$ cat config.mk
export PLATFORM = sky130hd
export DESIGN_NAME = serial_fifo_ctrl
export DESIGN_NICKNAME = d
export VERILOG_FILES = /design/src/rtl/sfc_pkg.sv /design/src/rtl/sfc_fifo.sv /design/src/rtl/sfc_ctrl.sv /design/src/rtl/serial_fifo_ctrl.sv
export SDC_FILE = /design/constraint.sdc
export NUM_CORES = 1
export LEC_CHECK = 0
export BUFFER_PORTS_ARGS = -buffer_cell sky130_fd_sc_hd__buf_2
export CELL_PAD_IN_SITES_DETAIL_PLACEMENT = 2
export CELL_PAD_IN_SITES_GLOBAL_PLACEMENT = 2
export CORE_ASPECT_RATIO = 0.8
export CORE_MARGIN = 2
export CORE_UTILIZATION = 51
export CTS_CLUSTER_DIAMETER = 50
export DETAILED_ROUTE_END_ITERATION = 8
export PLACE_DENSITY_LB_ADDON = 0.1
export RECOVER_POWER = 100
export SKIP_LAST_GASP = 1
export SYNTH_ARGS = -nofsm -noshare
export SYNTH_HDL_FRONTEND = slang
export SYNTH_SLANG_ARGS = --single-unit
$ cat constraint.sdc
create_clock -name clk -period 5.8 [get_ports clk]
set_input_delay 0.87 -clock clk [delete_from_list [all_inputs] [get_ports clk]]
set_output_delay 0.87 -clock clk [all_outputs]
set_load 0.01 [all_outputs]
$ cat src/rtl/sfc_pkg.sv
package sfc_pkg;

  // Per-FIFO strobes issued by the control logic to a FIFO datapath.
  typedef struct packed {
    logic push;
    logic pop;
    logic clear;
  } fifoStrobe_t;

endpackage

$ cat src/rtl/sfc_fifo.sv
module sfc_fifo
  import sfc_pkg::*;
#(
  parameter int WIDTH = 8,
  parameter int DEPTH = 32,
  localparam int PTR_W = $clog2(DEPTH),
  localparam int CNT_W = $clog2(DEPTH + 1)
) (
  input  logic             clk,
  input  logic             rstN,
  input  fifoStrobe_t      strobe,
  input  logic [WIDTH-1:0] wrData,
  output logic [WIDTH-1:0] rdData,
  output logic [CNT_W-1:0] count,
  output logic             full,
  output logic             empty
);

  localparam logic [PTR_W-1:0] LAST_PTR = PTR_W'(DEPTH - 1);
  localparam logic [CNT_W-1:0] FULL_CNT = CNT_W'(DEPTH);

  logic [WIDTH-1:0] mem [DEPTH];
  logic [PTR_W-1:0] wrPtr;
  logic [PTR_W-1:0] rdPtr;

  function automatic logic [PTR_W-1:0] nextPtr(input logic [PTR_W-1:0] p);
    return (p == LAST_PTR) ? '0 : p + 1'b1;
  endfunction

  always_ff @(posedge clk) begin
    if (strobe.push && !strobe.clear) begin
      mem[wrPtr] <= wrData;
    end
  end

  always_ff @(posedge clk or negedge rstN) begin
    if (!rstN) begin
      wrPtr <= '0;
      rdPtr <= '0;
      count <= '0;
    end else if (strobe.clear) begin
      wrPtr <= '0;
      rdPtr <= '0;
      count <= '0;
    end else begin
      if (strobe.push) wrPtr <= nextPtr(wrPtr);
      if (strobe.pop)  rdPtr <= nextPtr(rdPtr);
      unique case ({strobe.push, strobe.pop})
        2'b10:   count <= count + 1'b1;
        2'b01:   count <= count - 1'b1;
        default: count <= count;
      endcase
    end
  end

  assign rdData = mem[rdPtr];
  assign full   = (count == FULL_CNT);
  assign empty  = (count == '0);

  // Checks on the datapath.
  p_no_overflow_r1: assert property (@(posedge clk) disable iff (!rstN)
    count <= FULL_CNT);

  p_clear_empties_r6: assert property (@(posedge clk) disable iff (!rstN)
    strobe.clear |=> empty);

  p_push_pop_count_r12: assert property (@(posedge clk) disable iff (!rstN)
    (strobe.push && strobe.pop && !strobe.clear) |=> count == $past(count));

  p_no_push_when_full_r2: assert property (@(posedge clk) disable iff (!rstN)
    full |-> !strobe.push);

endmodule

$ cat src/rtl/sfc_ctrl.sv
module sfc_ctrl
  import sfc_pkg::*;
#(
  parameter int DEPTH = 32,
  localparam int CNT_W = $clog2(DEPTH + 1)
) (
  input  logic             clk,
  input  logic             rstN,
  input  logic             txWrEn,
  input  logic             txRdEn,
  input  logic             rxWrEn,
  input  logic             rxRdEn,
  input  logic             fifoClr,
  input  logic [CNT_W-1:0] txLevel,
  input  logic [CNT_W-1:0] rxLevel,
  input  logic             flowEn,
  input  logic             rxEnable,
  input  logic             txOvrClr,
  input  logic             rxOvrClr,
  input  logic             rtsOvrEn,
  input  logic             rtsOvrVal,
  input  logic [CNT_W-1:0] txCount,
  input  logic [CNT_W-1:0] rxCount,
  input  logic             txFull,
  input  logic             txEmpty,
  input  logic             rxFull,
  input  logic             rxEmpty,
  output fifoStrobe_t      txStrobe,
  output fifoStrobe_t      rxStrobe,
  output logic             txIrq,
  output logic             rxIrq,
  output logic             txOverrun,
  output logic             rxOverrun,
  output logic             rtsOut
);

  logic txDrop;
  logic rxDrop;
  logic rxAtLevel;

  // Strobe generation: clear wins, full drops writes, empty ignores reads.
  always_comb begin
    txStrobe.clear = fifoClr;
    txStrobe.push  = txWrEn && !txFull && !fifoClr;
    txStrobe.pop   = txRdEn && !txEmpty && !fifoClr;
    rxStrobe.clear = fifoClr;
    rxStrobe.push  = rxWrEn && !rxFull && !fifoClr;
    rxStrobe.pop   = rxRdEn && !rxEmpty && !fifoClr;
  end

  assign txDrop = txWrEn && txFull && !fifoClr;
  assign rxDrop = rxWrEn && rxFull && !fifoClr;

  // Sticky overrun flags; a new drop outranks a clear.
  always_ff @(posedge clk or negedge rstN) begin
    if (!rstN) begin
      txOverrun <= 1'b0;
      rxOverrun <= 1'b0;
    end else begin
      txOverrun <= txDrop || (txOverrun && !txOvrClr);
      rxOverrun <= rxDrop || (rxOverrun && !rxOvrClr);
    end
  end

  assign rxAtLevel = (rxCount >= rxLevel);
  assign txIrq     = (txCount < txLevel);
  assign rxIrq     = rxAtLevel;

  always_comb begin
    if (rtsOvrEn)    rtsOut = rtsOvrVal;
    else if (flowEn) rtsOut = rxAtLevel;
    else             rtsOut = !rxEnable;
  end

  // Checks on the control.
  p_tx_ovr_set_r3: assert property (@(posedge clk) disable iff (!rstN)
    (txWrEn && txFull && !fifoClr) |=> txOverrun);

  p_rx_ovr_set_r3: assert property (@(posedge clk) disable iff (!rstN)
    (rxWrEn && rxFull && !fifoClr) |=> rxOverrun);

  p_tx_ovr_sticky_r4: assert property (@(posedge clk) disable iff (!rstN)
    (txOverrun && !txOvrClr) |=> txOverrun);

  p_rx_ovr_sticky_r4: assert property (@(posedge clk) disable iff (!rstN)
    (rxOverrun && !rxOvrClr) |=> rxOverrun);

  p_empty_read_r5: assert property (@(posedge clk) disable iff (!rstN)
    (rxRdEn && rxEmpty && !rxWrEn) |=> rxEmpty);

  p_clear_keeps_flag_r6: assert property (@(posedge clk) disable iff (!rstN)
    (fifoClr && !txOvrClr) |=> txOverrun == $past(txOverrun));

endmodule

$ cat src/rtl/serial_fifo_ctrl.sv
module serial_fifo_ctrl
  import sfc_pkg::*;
#(
  parameter int DATA_W = 8,
  parameter int DEPTH  = 32,
  localparam int CNT_W = $clog2(DEPTH + 1)
) (
  input  logic              clk,
  input  logic              rstN,
  input  logic              txWrEn,
  input  logic [DATA_W-1:0] txWrData,
  input  logic              txRdEn,
  output logic [DATA_W-1:0] txRdData,
  input  logic              rxWrEn,
  input  logic [DATA_W-1:0] rxWrData,
  input  logic              rxRdEn,
  output logic [DATA_W-1:0] rxRdData,
  input  logic              fifoClr,
  input  logic [CNT_W-1:0]  txLevel,
  input  logic [CNT_W-1:0]  rxLevel,
  input  logic              flowEn,
  input  logic              rxEnable,
  input  logic              txOvrClr,
  input  logic              rxOvrClr,
  input  logic              rtsOvrEn,
  input  logic              rtsOvrVal,
  output logic [CNT_W-1:0]  txCount,
  output logic [CNT_W-1:0]  rxCount,
  output logic              txFull,
  output logic              txEmpty,
  output logic              rxFull,
  output logic              rxEmpty,
  output logic              txIrq,
  output logic              rxIrq,
  output logic              txOverrun,
  output logic              rxOverrun,
  output logic              rtsOut
);

  fifoStrobe_t txStrobe;
  fifoStrobe_t rxStrobe;

  sfc_ctrl #(.DEPTH(DEPTH)) u_ctrl (
    .clk       (clk),
    .rstN      (rstN),
    .txWrEn    (txWrEn),
    .txRdEn    (txRdEn),
    .rxWrEn    (rxWrEn),
    .rxRdEn    (rxRdEn),
    .fifoClr   (fifoClr),
    .txLevel   (txLevel),
    .rxLevel   (rxLevel),
    .flowEn    (flowEn),
    .rxEnable  (rxEnable),
    .txOvrClr  (txOvrClr),
    .rxOvrClr  (rxOvrClr),
    .rtsOvrEn  (rtsOvrEn),
    .rtsOvrVal (rtsOvrVal),
    .txCount   (txCount),
    .rxCount   (rxCount),
    .txFull    (txFull),
    .txEmpty   (txEmpty),
    .rxFull    (rxFull),
    .rxEmpty   (rxEmpty),
    .txStrobe  (txStrobe),
    .rxStrobe  (rxStrobe),
    .txIrq     (txIrq),
    .rxIrq     (rxIrq),
    .txOverrun (txOverrun),
    .rxOverrun (rxOverrun),
    .rtsOut    (rtsOut)
  );

  sfc_fifo #(.WIDTH(DATA_W), .DEPTH(DEPTH)) u_txFifo (
    .clk    (clk),
    .rstN   (rstN),
    .strobe (txStrobe),
    .wrData (txWrData),
    .rdData (txRdData),
    .count  (txCount),
    .full   (txFull),
    .empty  (txEmpty)
  );

  sfc_fifo #(.WIDTH(DATA_W), .DEPTH(DEPTH)) u_rxFifo (
    .clk    (clk),
    .rstN   (rstN),
    .strobe (rxStrobe),
    .wrData (rxWrData),
    .rdData (rxRdData),
    .count  (rxCount),
    .full   (rxFull),
    .empty  (rxEmpty)
  );

endmodule

==> flow_metrics.tcl, run 1 <==
set metrics [dict create \
    drt_iter0_markers 1301 \
    crit_fanout 31 \
    rows 68 \
    cpMaxStageDelayCell "dfrtp_1" \
    ys_types 49 \
    drive_gt1_frac 0.244 \
    irDropWorstVdd_mv 0.319 \
    worstPathRequired_ps 4930 \
    ys.flop_type "edfxtp_1" \
    vias_per_cell 6.61 \
    cp.depth 5 \
    top_layer "met5" \
    r2r_slack_ps 1210 \
    n_antenna_cell 0 \
    maxCapViolCount 19 \
    crit_buf_inv 2 \
    drtPass1Iterations 5 \
    die_w_um 238 \
    finalWirelength_mm 68.2 \
    synth-edff-count 512 \
    wl_met1_mm 28.2 \
    wl_met3_mm 5.82 \
    hold_path.class "in -> reg" \
    status "complete, but fails checks" \
    yosys_warnings 0 \
    wl_per_cell_um 38.0 \
    ys_seq_elements 546 \
    maxSlewViolCount 612 \
    pre_cts_slack_ps 1880 \
    grt_usage 0.310 \
    cts_buffers 54 \
    crit_family "flip-flops" \
    start_util 0.517 \
    rsz0062_at_grt "false" \
    multiInputGateArea_mm2 0.00574 \
    antenna_found_initial 4 \
    path_cells "clkbuf_2 -> mux4_2 -> mux4_2 -> mux2_1 -> buf_2" \
    numClockSinks 546 \
    port_buffers 77 \
    grt_pass1_vias 12800 \
    fill_cells 3554 \
    postLayoutCoreUtil 0.574 \
    r2r_end "u_rxFifo.count[5]$_DFFE_PN0P_" \
    core_area_mm2 0.0432 \
    cts_tree "built" \
    grt_start_max_net_pins 62 \
    tightest_slew_ps 2390 \
    nets 1265 \
    cp.arrival_ps 4170 \
    setup_viol 0 \
    die-area_mm2 0.0455 \
    fin_ws_ps 757 \
    grt_pass1_wl_mm 97.5 \
    reg2reg_depth 9 \
    layout_min_cycle_time_ps 5040 \
    syn_nets 1182 \
    syn_area_mm2 0.0224 \
    rr_startpoint "u_rxFifo.count[0]$_DFFE_PN0P_" \
    syn-mean-instance-area_um2 20.2 \
    start_kind "flip-flop" \
    seqCellArea_mm2 0.0162 \
    clk_latency_ps 620 \
    cpMostUsedCell "mux4_2" \
    place_congestion 0.773 \
    violations "capacitance limit, slew limit" \
    final.setup.tns_ps 0 \
    synthArstFlopShare 0.0623 \
    endpoint "rxRdData[0]" \
    postCtsHoldBufs 0 \
    critPathMaxStageDelay_ps 1340 \
    overflow 0 \
    dpl.hpwl_mm 41.1 \
    leakagePower_uw 0.00789 \
    die_h_um 191 \
    ys_seq_area_frac 0.726 \
    critPathCaptureType "output pin" \
    syn_inst 1106 \
    syn_to_final_growth_pct 10.9 \
    fin_crit_sh 0.869 \
    drc_errors 0 \
    path_class "reg -> out" \
    ctsRootBufferMaster "clkbuf_16" \
    startpoint "u_rxFifo.rdPtr[2]$_DFFE_PN0P_" \
    vias 11800 \
    max_freq_mhz 198 \
    io_pins 78 \
    finalHoldViolCount 0 \
    clk_pin_slew_ps 70 \
    postCtsSetupRepairBufs 0 \
    routed-wl-met2_mm 32.6 \
    ctsLongestPathBuffers 3 \
    htree_levels 2 \
    slew_headroom -0.596 \
    min_path_cells 2 \
    finClkSkew_ps 28.3 \
    antenna_left 0 \
    power_density_mw_per_mm2 394 \
    cts-resized-gates 0 \
]
power breakdown:
part / total, uW / internal (uW) / switching (uW)
registers: 4590 / 4380 / 216
logic: 1740 / 818 / 919
clock network: 3440 / 1850 / 1600
total: 9770 / 7040 / 2730
cell families (layout without fill, tap and decap cells):
family / count (synthesis) / count (layout) / synth area share
compound gates: 77 / 77 / 0.0236
xor+xnor: 6 / 6 / 0.00235
fa+ha+maj: 35 / 35 / 0.0203
buf+inv: 82 / 208 / 0.0164
flops: 546 / 546 / 0.726
mux: 188 / 188 / 0.175
simple gates: 172 / 172 / 0.0368
layout by cell type, fill, tap and decap left out, drive strengths merged, types with 21 or more instances in the layout:
cell type  Yosys  routed
clkbuf        35     117
mux4         160     160
dfrtp         34      34
mux2          21      21
nor2          93      93
clkinv         0      23
edfxtp       512     512
ha            33      33
inv           23      28
a21oi         29      29
buf           24      37
cells in the mapped netlist (5+ instances only):
| cell | instances | share of area |
|---|---|---|
| a211oi_1 | 5 | 0.0017 |
| mux4_2 | 160 | 0.16 |
| inv_1 | 23 | 0.0039 |
| a31oi_1 | 5 | 0.0014 |
| or3_1 | 6 | 0.0017 |
| buf_1 | 7 | 0.0012 |
| nand3b_1 | 7 | 0.0024 |
| mux2_2 | 21 | 0.011 |
| a21oi_1 | 28 | 0.0063 |
| buf_2 | 11 | 0.0025 |
| nand2_1 | 18 | 0.0030 |
| nor2_1 | 93 | 0.016 |
| mux2i_1 | 7 | 0.0031 |
| buf_6 | 6 | 0.0030 |
| dfrtp_1 | 34 | 0.038 |
| clkbuf_1 | 35 | 0.0059 |
| edfxtp_1 | 512 | 0.69 |
| nand3_1 | 13 | 0.0029 |
| ha_1 | 33 | 0.018 |
| o21ai_0 | 11 | 0.0025 |
| nor3_1 | 7 | 0.0016 |
| a21o_1 | 10 | 0.0034 |
| xnor2_1 | 5 | 0.0020 |
layer usage:
layer / track usage / up-vias
met5: 0 / -
met2: 0.492 / 594
met4: 0.0788 / 4
met3: 0.0680 / 103
li1: - / 4718
met1: 0.442 / 6427
final cells by class:
type                            count  share of cell area
Clock buffer                       68              0.0579
Clock inverter                     31             0.00858
Timing Repair Buffer               86              0.0161
Tap cell                          560              0.0283
Sequential cell                   546               0.654
Multi-Input combinational cell    478               0.231
Inverter                           23             0.00348
state kept, by name, indices dropped and copies added (netlist names), 5 cells and up:
register	cells
u_txFifo.count	6
u_rxFifo.wrPtr	5
u_rxFifo.mem	256
u_rxFifo.rdPtr	5
u_rxFifo.count	6
u_txFifo.rdPtr	5
u_txFifo.wrPtr	5
u_txFifo.mem	256
through the flow:
step	cells	total power [uW]	hold WS [ps]	area (um^2)
detailed placement	1693	6400	538	23300
global placement	1693	6310	527	23300
CTS	1792	9870	410	24900
finish	1792	9770	456	24800
floorplan	1106	5810	505	22400
global route	1792	10100	456	24800
worst min path at each step:
stage                                             start                       endpoint  slack [ps]
after floorplan           u_rxFifo.wrPtr[3]$_DFFE_PN0P_  u_rxFifo.wrPtr[3]$_DFFE_PN0P_         500
after global placement       u_ctrl.rxOverrun$_DFF_PN0_     u_ctrl.rxOverrun$_DFF_PN0_         530
after detailed placement     u_ctrl.rxOverrun$_DFF_PN0_     u_ctrl.rxOverrun$_DFF_PN0_         540
after CTS                                          rstN  u_txFifo.rdPtr[1]$_DFFE_PN0P_         410
after global routing                           rxOvrClr     u_ctrl.rxOverrun$_DFF_PN0_         460
final                                          txOvrClr     u_ctrl.txOverrun$_DFF_PN0_         460
No activity file was read; power rests on OpenSTA's default activity.
==> run 2: changes to the inputs <==
Settings changed: CORE_UTILIZATION 51 to 50, SYNTH_HIERARCHICAL from default to 1.
==> flow_metrics.tcl, run 2 <==
set metrics [dict create \
    fin_crit_sh 0.849 \
    antenna_found_initial 1 \
    synthTopCellsByArea "edfxtp_1 (67%), mux2i_1 (9.5%), dfrtp_1 (3.7%)" \
    ys.flop_type "edfxtp_1" \
    syn-mean-instance-area_um2 16.5 \
    r2r_end "u_txFifo/count[4]$_DFFE_PN0P_" \
    p_int_uw 6630 \
    postCtsHoldBufs 0 \
    worstPathRequired_ps 4930 \
    crit_family "simple AND/OR/NAND/NOR gates" \
    final_cell_mix "edfxtp_1 (512), mux2i_1 (217), nor2_1 (104)" \
    start_kind "flip-flop" \
    vias_per_cell 6.33 \
    setup_viol 0 \
    status "complete, but fails checks" \
    start_util 0.510 \
    cts_buffers 55 \
    clk_latency_ps 610 \
    slew_headroom -0.400 \
    maxSlewViolCount 549 \
    cpMaxStageDelayCell "nor2b_1" \
    vias 13300 \
    netlist_top_cells_count "edfxtp_1 (512), mux2i_1 (217), nor2_1 (105)" \
    cts_tree "built" \
    final_common_cell "edfxtp_1" \
    numClockSinks 546 \
    total_power_uw 8640 \
    rr_startpoint "u_txFifo/count[1]$_DFFE_PN0P_" \
    ctsRootBufferMaster "clkbuf_16" \
    critPathCaptureType "output pin" \
    ys_seq_elements 546 \
    max_freq_mhz 203 \
    final.setup.tns_ps 0 \
    path_cells "nor2b_1 -> buf_4 -> a22oi_1 -> nand4_1 -> nand4_1 -> clkbuf_1" \
    rows 69 \
    crit_fanout 17 \
    instances_no_fill 2100 \
    finClkSkew_ps 13.2 \
    cp.depth 6 \
    ys_seq_area_frac 0.711 \
    power_density_mw_per_mm2 342 \
    pwr-share-seq 0.507 \
    antenna_left 0 \
    cpMostUsedCell "nand4_1" \
    crit_buf_inv 2 \
    violations "capacitance limit, slew limit" \
    clk_pin_slew_ps 60 \
    path_class "reg -> out" \
    synth_top_cell_by_area "edfxtp_1" \
    yosys_warnings 6 \
    reg.largest.list "u_rxFifo/mem (256), u_txFifo/mem (256)" \
    drt_iter0_markers 1197 \
    irDropWorstVdd_mv 0.320 \
    pre_cts_slack_ps 2160 \
    port_buffers 77 \
    syn_to_final_growth_pct 10.8 \
    min_path_cells 2 \
    core_area_mm2 0.0447 \
    finalWirelength_mm 70.1 \
    p_sw_frac 0.232 \
    clockPowerShare 0.421 \
    leakagePower_uw 0.00793 \
    synthArstFlopShare 0.0623 \
    grt_usage 0.300 \
    htree_levels 2 \
    grt_start_max_net_pins 99 \
    place_congestion 0.769 \
    drtPass1Iterations 5 \
    postCtsSetupRepairBufs 0 \
    synth_top_cell_area_share 0.674 \
    syn_inst 1383 \
    drive_gt1_frac 0.118 \
    dpl.hpwl_mm 43.0 \
    synth-edff-count 512 \
    cts-resized-gates 0 \
    reg2reg_depth 13 \
    grt_pass1_vias 14500 \
    layout_min_cycle_time_ps 4930 \
    yosysMostFrequentCell "edfxtp_1" \
    wl_per_cell_um 33.4 \
    die-area_mm2 0.0474 \
    r2r_slack_ps 1620 \
    rsz0062_at_grt "false" \
    tightest_slew_ps 2100 \
    syn_area_mm2 0.0228 \
    finalHoldViolCount 0 \
    critPathMaxStageDelay_ps 1630 \
    ys_types 63 \
    p_switching_uw 2000 \
    die_w_um 243 \
    fin_ws_ps 873 \
    power_frac_comb 0.072 \
    nets 1522 \
    syn_nets 1455 \
    hold_path_end "u_ctrl/rxOverrun$_DFF_PN0_" \
    io_pins 78 \
    ctsLongestPathBuffers 3 \
    hold_path.class "in -> reg" \
    grt_pass1_wl_mm 103 \
    cp.arrival_ps 4060 \
    maxCapViolCount 17 \
    drc_errors 0 \
    min_from "rxOvrClr" \
    dp.cells 1996 \
    overflow 0 \
    die_h_um 195 \
]
[run 2: area by class of cell]
cell class / instances / area, um^2
multi-input cells: 737 / 5980
clock inverters: 26 / 221
inverters: 21 / 80.1
repair buffers: 89 / 427
fillers: 3950 / 19400
well taps: 603 / 754
flip-flops and latches: 546 / 16200
diodes: 1 / 2.50
clock buffers: 77 / 1590
[run 2: cell families (layout without fill, tap and decap cells)]
kind of cell / after synthesis / after routing / synth area share
compound gates: 178 / 178 / 0.0544
xor+xnor: 5 / 5 / 0.00192
fa+ha+maj: 31 / 31 / 0.0170
buf+inv: 100 / 213 / 0.0265
flops: 546 / 546 / 0.711
mux: 254 / 254 / 0.129
other cells: 0 / 1 / 0
simple gates: 269 / 269 / 0.0597
[run 2: how the worst max path moves through the flow]
stage | from | endpoint | slack, ps
2_1_floorplan | u_rxFifo/count[2]$_DFFE_PN0P_ | u_rxFifo/count[4]$_DFFE_PN0P_ | 2770
3_5_place_dp | fifoClr | u_rxFifo/mem[8][6]$_DFFE_PP_ | 2160
4_1_cts | u_txFifo/rdPtr[1]$_DFFE_PN0P_ | txRdData[3] | 1560
6_report | u_rxFifo/rdPtr[4]$_DFFE_PN0P_ | rxRdData[5] | 870
5_1_grt | u_rxFifo/rdPtr[4]$_DFFE_PN0P_ | rxRdData[5] | 830
3_3_place_gp | fifoClr | u_txFifo/count[5]$_DFFE_PN0P_ | 2270
[run 2: per-stage QoR]
| step | hold slack [ps] | area (um^2) | util |
|---|---|---|---|
| floorplan | 552 | 22800 | - |
| global placement | 527 | 23600 | 0.527 |
| detailed placement | 542 | 23600 | 0.527 |
| CTS | 387 | 25400 | 0.568 |
| global route | 446 | 25300 | 0.565 |
| finish | 439 | 25300 | 0.565 |
[run 2: power by group through the flow]
stage               Combinational (uW)  Clock, uW  Sequential, uW
floorplan                          377          0            4440
global placement                   579          0            4460
detailed placement                 623          0            4460
CTS                                641       3690            4380
global route                       667       3800            4390
finish                             622       3630            4380
[run 2: metal layers]
metal / vias to the layer above / wire [um] / track usage
met2: 536 / 33900 / 0.489
met1: 7057 / 29900 / 0.412
met5: - / 13 / 0
li1: 5571 / - / -
met4: 2 / 1890 / 0.0923
met3: 121 / 4360 / 0.0566
==> run 3: changes to the inputs <==
Settings changed: CORE_UTILIZATION 50 to 47.
Clock period 5.8 ns to 4.6 ns, I/O delays scaled along.
==> flow_metrics.tcl, run 3 (synthesis results as in run 2) <==
set metrics [dict create \
    dp.cells 2035 \
    cts_tree "built" \
    leakagePower_uw 0.00791 \
    violations "capacitance limit, slew limit" \
    grt_usage 0.254 \
    gr-usage-met3 0.0447 \
    total_power_uw 10600 \
    grt_start_max_net_pins 59 \
    maxSlewViolCount 531 \
    cts-resized-gates 0 \
    cp.arrival_ps 3500 \
    irDropWorstVdd_mv 0.316 \
    final_cell_mix "edfxtp_1 (512), mux2i_1 (217), nor2_1 (104)" \
    worstPathRequired_ps 3910 \
    crit_fanout 58 \
    clk_latency_ps 600 \
    dpl.hpwl_mm 40.1 \
    die_h_um 201 \
    grt_pass1_vias 14000 \
    p_sw_frac 0.226 \
    instances_no_fill 2136 \
    wl_per_cell_um 29.5 \
    drtPass1Iterations 4 \
    drive_gt1_frac 0.118 \
    core_area_mm2 0.0481 \
    vias 12900 \
    critPathCaptureType "output pin" \
    numClockSinks 546 \
    ctsRootBufferMaster "clkbuf_16" \
    design_area_mm2 0.0253 \
    finalHoldViolCount 0 \
    syn_to_final_growth_pct 10.9 \
    cts_buffers 55 \
    die_w_um 250 \
    path_class "reg -> out" \
    slew_headroom -0.455 \
    finalWirelength_mm 63.1 \
    final_common_cell "edfxtp_1" \
    ctsLongestPathBuffers 3 \
    power_frac_comb 0.070 \
    postCtsSetupRepairBufs 0 \
    p_switching_uw 2400 \
    antenna_left 0 \
    start_util 0.474 \
    grt_use_met1 0.364 \
    p_int_uw 8210 \
    clk_pin_slew_ps 60 \
    status "complete, but fails checks" \
    start_kind "flip-flop" \
    max_freq_mhz 239 \
    grt-busiest-layer "met2" \
    rsz0062_at_grt "false" \
    vias_per_cell 6.04 \
    rows 72 \
    nets 1535 \
    maxCapViolCount 17 \
    io_pins 78 \
    antenna_found_initial 0 \
    clockPowerShare 0.408 \
    hold_path.class "in -> reg" \
    postCtsHoldBufs 0 \
    die-area_mm2 0.0503 \
    fin_crit_sh 0.911 \
    power_density_mw_per_mm2 419 \
    place_congestion 0.768 \
    htree_levels 2 \
    dpl_cell_area_mm2 0.0237 \
    pwr-share-seq 0.522 \
    overflow 0 \
    setup_viol 0 \
    finClkSkew_ps 13.6 \
    grt_pass1_wl_mm 93.9 \
    drc_errors 0 \
    tightest_slew_ps 2180 \
    final.setup.tns_ps 0 \
    reg.largest.list "u_rxFifo/mem (256), u_txFifo/mem (256)" \
    port_buffers 77 \
    layout_min_cycle_time_ps 4190 \
    use_met2 0.402 \
    drt_iter0_markers 811 \
]
run 3: cell types whose count changed in the layout (fill, tap and decap cells not counted), sizes merged:
cell	before	now
clkbuf	130	146
clkinv	22	14
buf	36	40
bufinv	4	1
clkinvlp	1	2
run 3: worst paths after layout:
kind                       cells after the start  slack [ps]                           from                             to
max                                            6         410  u_rxFifo/rdPtr[1]$_DFFE_PN0P_                    rxRdData[7]
min                                            2         280                       rxOvrClr     u_ctrl/rxOverrun$_DFF_PN0_
max reg2reg                                   12         660  u_txFifo/count[1]$_DFFE_PN0P_  u_txFifo/count[5]$_DFFE_PN0P_
min reg2reg                                    2         550     u_ctrl/rxOverrun$_DFF_PN0_     u_ctrl/rxOverrun$_DFF_PN0_
max in group asynchronous                      1        2320                           rstN  u_txFifo/rdPtr[1]$_DFFE_PN0P_
min in group asynchronous                      1         720                           rstN     u_ctrl/txOverrun$_DFF_PN0_
run 3: critical path: stages (launching register included):
cell and delay (ps):
dfrtp_4 1110, clkbuf_2 760, mux2i_1 170, a21oi_1 340
nand3_1 140, nand4_1 150, clkbuf_1 170
run 3: metal layers:
layer | vias up | wire [um] | part of all wire
met2 | 355 | 29900 | 0.47
met3 | 92 | 3240 | 0.051
met4 | 0 | 1380 | 0.022
met5 | - | 0 | 0
li1 | 5583 | - | -
met1 | 6872 | 28600 | 0.45
run 3: power by group through the flow:
stage | clock, uW | combinational (uW) | sequential [uW]
global route | 4610 | 803 | 5540
detailed placement | 0 | 758 | 5630
CTS | 4430 | 770 | 5530
global placement | 0 | 718 | 5630
floorplan | 0 | 475 | 5600
finish | 4330 | 742 | 5530
run 3: per-stage QoR:
stage          utilization  hold WS [ps]  setup slack [ps]
6_report             0.526           277               412
5_1_grt              0.526           271               249
4_1_cts              0.529           226               633
3_5_place_dp         0.493           530              1150
3_3_place_gp         0.493           522              1230
2_1_floorplan            -           394              1570
run 3: final cells by class:
class	instances	area [um^2]
clock inverters	16	101
well taps	629	787
multi-input cells	737	5970
flip-flops and latches	546	16200
diodes	1	2.50
clock buffers	84	1630
fillers	4328	22800
repair buffers	102	504
inverters	21	80.1
